## src/rtl/iqp_pkg.sv

```systemverilog
package iqp_pkg;
  localparam int NUM_CH   = 4;
  localparam int NUM_AGC  = 2;
  localparam int NUM_SLOT = 4;
  localparam int NUM_SRC  = NUM_CH + 2 * NUM_AGC;

  typedef enum logic [2:0] {
    SRC_CH0 = 3'd0,
    SRC_CH1 = 3'd1,
    SRC_CH2 = 3'd2,
    SRC_CH3 = 3'd3,
    SRC_AIQ = 3'd4,
    SRC_BIQ = 3'd5,
    SRC_ARS = 3'd6,
    SRC_BRS = 3'd7
  } src_e;

  // Code that must never produce output.
  function automatic logic fmt_is_bad(input logic [2:0] f);
    return f == 3'b101;
  endfunction

  // Source assigned to a slot for a format and port.
  function automatic src_e slot_source(input logic [2:0] f, input logic pb,
                                       input int slot);
    src_e s;
    logic odd;
    odd = slot[0];
    s = SRC_AIQ;
    if (!f[0]) begin
      if (!f[1]) s = src_e'(slot[2:0]);
      else if (!odd) s = pb ? SRC_CH1 : SRC_CH0;
      else s = pb ? SRC_CH3 : SRC_CH2;
    end else if (!f[1]) begin
      s = pb ? SRC_BIQ : SRC_AIQ;
    end else if (!f[2]) begin
      case (slot[1:0])
        2'd0: s = SRC_AIQ;
        2'd1: s = SRC_ARS;
        2'd2: s = SRC_BIQ;
        default: s = SRC_BRS;
      endcase
    end else begin
      s = odd ? SRC_BIQ : SRC_AIQ;
    end
    return s;
  endfunction
endpackage

```

## src/rtl/iqp_route.sv

```systemverilog
module iqp_route
  import iqp_pkg::*;
#(
  parameter int SAMPLE_W = 16,
  parameter int RSSI_W   = 12,
  parameter int IDX_W    = 2
) (
  input  logic [2:0]                         fmt,
  input  logic                               pb,
  input  logic [IDX_W-1:0]                   slot_idx,
  input  logic [NUM_CH-1:0][SAMPLE_W-1:0]    ch_i,
  input  logic [NUM_CH-1:0][SAMPLE_W-1:0]    ch_q,
  input  logic [NUM_CH-1:0]                  ch_vld,
  input  logic [NUM_AGC-1:0][SAMPLE_W-1:0]   agc_i,
  input  logic [NUM_AGC-1:0][SAMPLE_W-1:0]   agc_q,
  input  logic [NUM_AGC-1:0]                 agc_vld,
  input  logic [NUM_AGC-1:0][RSSI_W-1:0]     rssi,
  input  logic [NUM_AGC-1:0]                 rssi_vld,
  output logic [2*SAMPLE_W-1:0]              word,
  output logic                               stb
);
  localparam int WW = 2 * SAMPLE_W;

  function automatic logic [WW-1:0] iq_slot(input logic [SAMPLE_W-1:0] i,
                                            input logic [SAMPLE_W-1:0] q);
    return {i, q};
  endfunction

  function automatic logic [WW-1:0] strength_slot(input logic [RSSI_W-1:0] r);
    logic [WW-1:0] w;
    w = '0;
    w[WW-1 -: RSSI_W] = r;
    return w;
  endfunction

  logic [WW-1:0]      src_word [NUM_SRC];
  logic [NUM_SRC-1:0] src_stb;
  src_e               pick;

  for (genvar c = 0; c < NUM_CH; c++) begin : g_ch
    assign src_word[c] = iq_slot(ch_i[c], ch_q[c]);
    assign src_stb[c]  = ch_vld[c];
  end

  for (genvar a = 0; a < NUM_AGC; a++) begin : g_agc
    assign src_word[NUM_CH + a]           = iq_slot(agc_i[a], agc_q[a]);
    assign src_stb[NUM_CH + a]            = agc_vld[a];
    assign src_word[NUM_CH + NUM_AGC + a] = strength_slot(rssi[a]);
    assign src_stb[NUM_CH + NUM_AGC + a]  = rssi_vld[a];
  end

  assign pick = slot_source(fmt, pb, int'(slot_idx));
  assign word = src_word[pick];
  assign stb  = src_stb[pick];
endmodule

```

## src/rtl/iqp_fill.sv

```systemverilog
module iqp_fill #(
  parameter int SLOTS = 4,
  parameter int WW    = 32,
  parameter int IDX_W = 2
) (
  input  logic                  clk,
  input  logic                  rst_n,
  input  logic                  clear,
  input  logic [WW-1:0]         word,
  input  logic                  stb,
  input  logic                  room,
  output logic                  take_evt,
  output logic                  done_evt,
  output logic [IDX_W-1:0]      slot_idx,
  output logic [SLOTS*WW-1:0]   assembled
);
  localparam logic [IDX_W-1:0] LAST = IDX_W'(SLOTS - 1);

  logic [WW-1:0] held [SLOTS-1];
  logic          at_last;

  assign at_last  = slot_idx == LAST;
  assign take_evt = stb && !clear && (!at_last || room);
  assign done_evt = take_evt && at_last;

  always_ff @(posedge clk or negedge rst_n) begin
    if (!rst_n) begin
      slot_idx <= '0;
    end else if (clear) begin
      slot_idx <= '0;
    end else if (take_evt) begin
      slot_idx <= at_last ? '0 : slot_idx + 1'b1;
    end
  end

  for (genvar k = 0; k < SLOTS - 1; k++) begin : g_hold
    always_ff @(posedge clk or negedge rst_n) begin
      if (!rst_n) held[k] <= '0;
      else if (take_evt && slot_idx == IDX_W'(k)) held[k] <= word;
    end
    assign assembled[(SLOTS-k)*WW-1 -: WW] = held[k];
  end
  assign assembled[WW-1:0] = word;
endmodule

```

## src/rtl/iqp_emit.sv

```systemverilog
module iqp_emit #(
  parameter int QW = 128
) (
  input  logic          clk,
  input  logic          rst_n,
  input  logic          load,
  input  logic [QW-1:0] din,
  input  logic          ready,
  output logic          room,
  output logic          valid,
  output logic [QW-1:0] data
);
  assign room = !valid || ready;

  always_ff @(posedge clk or negedge rst_n) begin
    if (!rst_n) begin
      valid <= 1'b0;
      data  <= '0;
    end else if (load) begin
      valid <= 1'b1;
      data  <= din;
    end else if (ready) begin
      valid <= 1'b0;
    end
  end
endmodule

```

## src/rtl/iq_qword_packer.sv

```systemverilog
module iq_qword_packer
  import iqp_pkg::*;
#(
  parameter int SAMPLE_W = 16,
  parameter int RSSI_W   = 12
) (
  input  logic                                     clk,
  input  logic                                     rst_n,
  input  logic [2:0]                               fmt_cfg,
  input  logic                                     port_b,
  input  logic [iqp_pkg::NUM_CH-1:0][SAMPLE_W-1:0] ch_i,
  input  logic [iqp_pkg::NUM_CH-1:0][SAMPLE_W-1:0] ch_q,
  input  logic [iqp_pkg::NUM_CH-1:0]               ch_vld,
  input  logic [iqp_pkg::NUM_AGC-1:0][SAMPLE_W-1:0] agc_i,
  input  logic [iqp_pkg::NUM_AGC-1:0][SAMPLE_W-1:0] agc_q,
  input  logic [iqp_pkg::NUM_AGC-1:0]              agc_vld,
  input  logic [iqp_pkg::NUM_AGC-1:0][RSSI_W-1:0]  rssi,
  input  logic [iqp_pkg::NUM_AGC-1:0]              rssi_vld,
  output logic [iqp_pkg::NUM_SLOT*2*SAMPLE_W-1:0]  qw_data,
  output logic                                     qw_valid,
  input  logic                                     qw_ready,
  output logic                                     cfg_err
);
  localparam int WW    = 2 * SAMPLE_W;
  localparam int QW    = NUM_SLOT * WW;
  localparam int IDX_W = $clog2(NUM_SLOT);

  logic [2:0]       cfg_q;
  logic             port_q;
  logic             cfg_chg;
  logic             clear;
  logic [WW-1:0]    word;
  logic             stb;
  logic             room;
  logic             take_evt;
  logic             load_evt;
  logic [IDX_W-1:0] slot_idx;
  logic [QW-1:0]    assembled;

  assign cfg_chg = (fmt_cfg != cfg_q) || (port_b != port_q);
  assign clear   = cfg_chg || cfg_err;

  always_ff @(posedge clk or negedge rst_n) begin
    if (!rst_n) begin
      cfg_q   <= 3'b000;
      port_q  <= 1'b0;
      cfg_err <= 1'b0;
    end else begin
      cfg_q   <= fmt_cfg;
      port_q  <= port_b;
      cfg_err <= fmt_is_bad(fmt_cfg);
    end
  end

  iqp_route #(.SAMPLE_W(SAMPLE_W), .RSSI_W(RSSI_W), .IDX_W(IDX_W)) u_route (
    .fmt      (cfg_q),
    .pb       (port_q),
    .slot_idx (slot_idx),
    .ch_i     (ch_i),
    .ch_q     (ch_q),
    .ch_vld   (ch_vld),
    .agc_i    (agc_i),
    .agc_q    (agc_q),
    .agc_vld  (agc_vld),
    .rssi     (rssi),
    .rssi_vld (rssi_vld),
    .word     (word),
    .stb      (stb)
  );

  iqp_fill #(.SLOTS(NUM_SLOT), .WW(WW), .IDX_W(IDX_W)) u_fill (
    .clk       (clk),
    .rst_n     (rst_n),
    .clear     (clear),
    .word      (word),
    .stb       (stb),
    .room      (room),
    .take_evt  (take_evt),
    .done_evt  (load_evt),
    .slot_idx  (slot_idx),
    .assembled (assembled)
  );

  iqp_emit #(.QW(QW)) u_emit (
    .clk   (clk),
    .rst_n (rst_n),
    .load  (load_evt),
    .din   (assembled),
    .ready (qw_ready),
    .room  (room),
    .valid (qw_valid),
    .data  (qw_data)
  );
endmodule

```

## config.mk

```make
export PLATFORM = sky130hd
export DESIGN_NAME = iq_qword_packer
export DESIGN_NICKNAME = d
export VERILOG_FILES = /design/src/rtl/iqp_pkg.sv /design/src/rtl/iqp_route.sv /design/src/rtl/iqp_fill.sv /design/src/rtl/iqp_emit.sv /design/src/rtl/iq_qword_packer.sv
export SDC_FILE = /design/constraint.sdc
export NUM_CORES = 1
export LEC_CHECK = 0
export ABC_AREA = 1
export BUFFER_PORTS_ARGS = -buffer_cell sky130_fd_sc_hd__buf_2
export CAP_MARGIN = 0
export CORE_UTILIZATION = 52
export CTS_CLUSTER_DIAMETER = 150
export DETAILED_ROUTE_END_ITERATION = 8
export GPL_TIMING_DRIVEN = 0
export PLACE_DENSITY = 0.84
export SYNTH_ARGS = -nofsm -noshare
export SYNTH_HDL_FRONTEND = slang
export SYNTH_SLANG_ARGS = --single-unit
```

## constraint.sdc

```tcl
create_clock -name clk -period 2.6 [get_ports clk]
set_clock_uncertainty 0.15 [all_clocks]
set_input_delay 0.13 -clock clk [delete_from_list [all_inputs] [get_ports clk]]
set_output_delay 0.13 -clock clk [all_outputs]
set_load 0.02 [all_outputs]
```

==> summary.md <==
The logs give 0.340 for the global router's overall resource usage and 0.408 mV for the worst ir drop on vdd. The utilization after layout was 0.676; the number of flops mapped to enable cells by yosys was 0. The total wire length is 38,900 um, and the CTS sink count is 232. Internal power comes to 6.18 mW.

The run gives 29 as the number of library cell types mapped by synthesis. The type of the worst setup path is reg2reg. The count of nets left with antenna violations once routing finished came out at 0.

In this run the deepest clock path goes through 3 buffers. For the finished layout, the period the worst path requires is 2.46 ns. The xor/xnor share of the synthesized area was 0.000753; the post-synthesis net count was 1,774. The power density over the cells works out to 566 mW/mm2. STA classifies the critical path startpoint as a flip-flop.

In this run the power spent charging and discharging nets is 2.19 mW. The post-detailed-route wirelength per cell came out at 17.4 um. The tools report the post-placement cell count as 2,180.

For the number of placed I/O pins, the log shows 361. Worst reg2reg path endpoint: u_emit.data[117]. The final critical-path share of the clock period was 0.948; the y dimension of the die was 152 um. The top cell type by total area after synthesis was sky130_fd_sc_hd__dfrtp_1.

The tools report the setup TNS as 0 ns. Total power for the finished layout comes to 8.38 mW. Synthesis produced a netlist whose cell count is 1,539.

After synthesis, the mean cell area works out to 7.55 um2. The number of global-route vias before repair was 11,600. The floorplan step defined a die boundary enclosing 0.0230 mm2. After synthesis the cells add up to 0.0116 mm2. The starting DRC count in detailed routing was 876. Beginning of the worst register-to-register path: cfg_q[0]. The first TritonRoute pass finished after 5 iterations.

The headroom to the max-slew limit is 0.506. Among all flip-flop cells after synthesis, the most frequent one is sky130_fd_sc_hd__dfrtp_1. The net switching share of the total power was 0.262; the Yosys warning count was 0. The async set or reset register ratio after synthesis was 1.00. Counting flops and latches in the post-synthesis netlist gives 232. TritonCTS built the clock tree. The net count of the finished layout is 2,171.

In this run the worst path has a maximum fanout of 10. The min-delay analysis places its worst path in the category in2reg. The congestion estimate from routability-driven global placement came to 0.957.

The flow ran to the end, but the final reports show violations. The share of the synthesized area in the top cell type came out at 0.499. The number of antenna violations at the first check in global routing came out at 9. The startpoint identified for the worst hold timing path is agc_q[4]. The floorplan row count is 54. Setup violations remaining at the end of the flow were counted as 0. The number of hold-slack violations in the final timing report was 10. Counting the fill cells in the layout gives 1,827. Sorting the synthesized cells by how often they occur yields sky130_fd_sc_hd__nand2_1, sky130_fd_sc_hd__dfrtp_1, sky130_fd_sc_hd__nand4_1, sky130_fd_sc_hd__inv_1, sky130_fd_sc_hd__buf_2. The tools report the combinational share of power as 0.136. The element type at the critical path end was a flip-flop.

Residual overflow from global routing: 0. For the number of slew-limit violations in the final report, the log shows 0. The post-route DRC violation count was 0; the leakage power summed over all cells was 9.01 nW.

The adder-cell share of the synthesized area is 0.00431. In this run the horizontal extent of the chip is 152 um. The proportion of layout cells with a drive suffix above 1 was 0.268. Sorting the synthesized cells by area gives the leading types as sky130_fd_sc_hd__dfrtp_1, sky130_fd_sc_hd__nand2_1, sky130_fd_sc_hd__nand4_1. The tightest hold margin was -0.0466 ns. The run gives 22 as the TritonCTS buffer count. The count of maximum capacitance violations was 0; the data arrival time of the worst path was 2.75 ns. Registers take 0.00581 mm2.

The count of H-tree levels built during CTS was 1. The compound-cell area share of the yosys netlist works out to 0.0822. Dividing the detail-routed via count by the number of cells gives 5.41. The wire-length estimate of the detail-placed layout is 29,500 um. Along the worst hold path, the cell count comes to 5.

The total area of multi-input combinational cells came out at 0.00494 mm2. Clock-pin slew was measured on the worst setup and hold paths at 0.07 ns. For the post-synthesis sequential area ratio, the log shows 0.499. Setup repair after global routing left no endpoint under its margin. For the setup slack of the worst register-to-register path, the log shows 0.14 ns.

For this run, the number of standard cells in the final layout without fillers is 2,240. After synthesis, the largest family of logic cells by area is simple AND/OR/NAND/NOR gates. Sequential group share of total power: 0.470. The most frequently used cell type in the post-synthesis netlist was sky130_fd_sc_hd__nand2_1. The checks that failed: negative hold slack. Entering global routing, the biggest net connects 131 pins. The clock reaches the later pin of the worst-skew pair after 0.51 ns.

The tools report the power share of the clock group as 0.395. The tree is rooted in a sky130_fd_sc_hd__clkbuf_16. For the count of buffers added by post-CTS timing repair for setup, the log shows 0. At the worst endpoint, the required time is 2.89 ns. The initial standard-cell utilization of the core came out at 0.531. The synthesized-area fraction occupied by and/or/nand/nor cells came out at 0.334.

Counting cells, the worst reg-to-reg path comes to 15. The first global-routing pass estimated 59,700 um of wire. Relative to the synthesized area, the layout overhead comes to 27.2%.

The region available for standard cell placement spans 0.0219 mm2. The overall via count from detail_route is 12,100. The end point of the worst hold path is u_fill.assembled[68].

For the pin with the worst max-slew slack, the measured transition is 0.742 ns. The fmax is 0.406 GHz, and the count of input and output buffers is 360. The fraction of synthesized area in multiplexers was 0.
-- critical path, cell delays in order, from the launching register on --
cell and delay [ns]:
sky130_fd_sc_hd__dfrtp_1 0.38, sky130_fd_sc_hd__buf_6 0.15, sky130_fd_sc_hd__inv_4 0.12, sky130_fd_sc_hd__nand2_1 0.08, sky130_fd_sc_hd__nand2_1 0.09, sky130_fd_sc_hd__nand2_2 0.10
sky130_fd_sc_hd__nand2_4 0.13, sky130_fd_sc_hd__nand2_1 0.06, sky130_fd_sc_hd__nand3_1 0.07, sky130_fd_sc_hd__nand2_1 0.07, sky130_fd_sc_hd__nand2_2 0.12, sky130_fd_sc_hd__buf_4 0.23
sky130_fd_sc_hd__buf_6 0.17, sky130_fd_sc_hd__buf_4 0.18, sky130_fd_sc_hd__nand4_1 0.18, sky130_fd_sc_hd__nand2_1 0.12
-- sequential cells by signal (all words and copies together) (netlist names) --
signal            cells
u_emit.data         128
u_fill.assembled     96
cfg_q                 3
u_fill.slot_idx       2
cfg_err               1
port_q                1
u_emit.valid          1
-- layout make-up --
| cell class | count | area share |
|---|---|---|
| diodes | 9 | 0.00152 |
| plain buffers | 108 | 0.0413 |
| clock buffers | 33 | 0.0448 |
| clock inverters | 6 | 0.00541 |
| inverters | 95 | 0.0243 |
| multi-input cells | 1104 | 0.334 |
| flip-flops and latches | 232 | 0.393 |
| well taps | 280 | 0.0237 |
| repair buffers | 373 | 0.132 |
-- repair_timing --
item,CTS,global route
hold buffers,10,2
gates resized for setup,4,51
pin swaps,0,1
setup endpoints to repair,69,223
endpoints found under the hold margin,123,4
cloned,0,0
-- how the worst max path moves through the flow --
stage                        from               endpoint  cells after the start
6_report                 cfg_q[0]       u_emit.data[117]                     15
5_1_grt                  cfg_q[0]   u_fill.assembled[96]                     13
4_1_cts                  cfg_q[0]         u_emit.data[3]                     15
3_5_place_dp             cfg_q[0]  u_fill.assembled[100]                     14
3_3_place_gp                rst_n       u_emit.data[108]                      1
2_1_floorplan  u_fill.slot_idx[0]       u_emit.data[118]                     12
-- cell usage in the layout (no fill, tap or decap), types with 5 or more instances in the layout --
cell,instances
sky130_fd_sc_hd__clkbuf_8,5
sky130_fd_sc_hd__diode_2,9
sky130_fd_sc_hd__o211ai_1,46
sky130_fd_sc_hd__o21bai_1,19
sky130_fd_sc_hd__clkbuf_4,9
sky130_fd_sc_hd__nor2_4,5
sky130_fd_sc_hd__nand3_1,15
sky130_fd_sc_hd__a21oi_1,34
sky130_fd_sc_hd__inv_2,5
sky130_fd_sc_hd__clkbuf_16,23
sky130_fd_sc_hd__nand4_1,96
sky130_fd_sc_hd__buf_4,13
sky130_fd_sc_hd__nand2_1,795
sky130_fd_sc_hd__buf_2,410
sky130_fd_sc_hd__o21ai_0,53
sky130_fd_sc_hd__dlygate4sd3_1,12
sky130_fd_sc_hd__buf_6,6
sky130_fd_sc_hd__clkbuf_2,11
sky130_fd_sc_hd__clkbuf_1,21
sky130_fd_sc_hd__dfrtp_1,231
sky130_fd_sc_hd__nand2_2,15
sky130_fd_sc_hd__nor2_1,8
sky130_fd_sc_hd__inv_1,89
-- cell families after synthesis --
family	Yosys count
compound gates	157
xor+xnor	1
fa+ha+maj	4
buf+inv	203
flops	232
simple gates	942
-- power groups by stage --
stage / logic (mW) / clock network, mW / registers (mW)
after floorplan: 0.594 / 0 / 3.95
after global placement: 1.05 / 0 / 3.98
after detailed placement: 1.08 / 0 / 3.99
after CTS: 1.10 / 3.32 / 3.92
after global routing: 1.26 / 3.46 / 3.95
final: 1.14 / 3.31 / 3.93
-- metal layers --
layer,track usage,wire length (um)
met5,0,0
met4,0.167,1810
met3,0.0329,2750
met2,0.583,19400
met1,0.430,14900
-- metrics by stage --
| stage | hold slack, ns | cell area [um2] | setup WS, ns |
|---|---|---|---|
| floorplan | -0.316 | 11600 | 0.556 |
| global placement | 0.121 | 13800 | -2.62 |
| detailed placement | 0.0734 | 13800 | -0.153 |
| CTS | 0.000322 | 14700 | 0.00757 |
| global route | 0.00318 | 14800 | 0.00563 |
| finish | -0.0466 | 14800 | 0.136 |
Note: power is estimated with default switching activity, not from simulation.
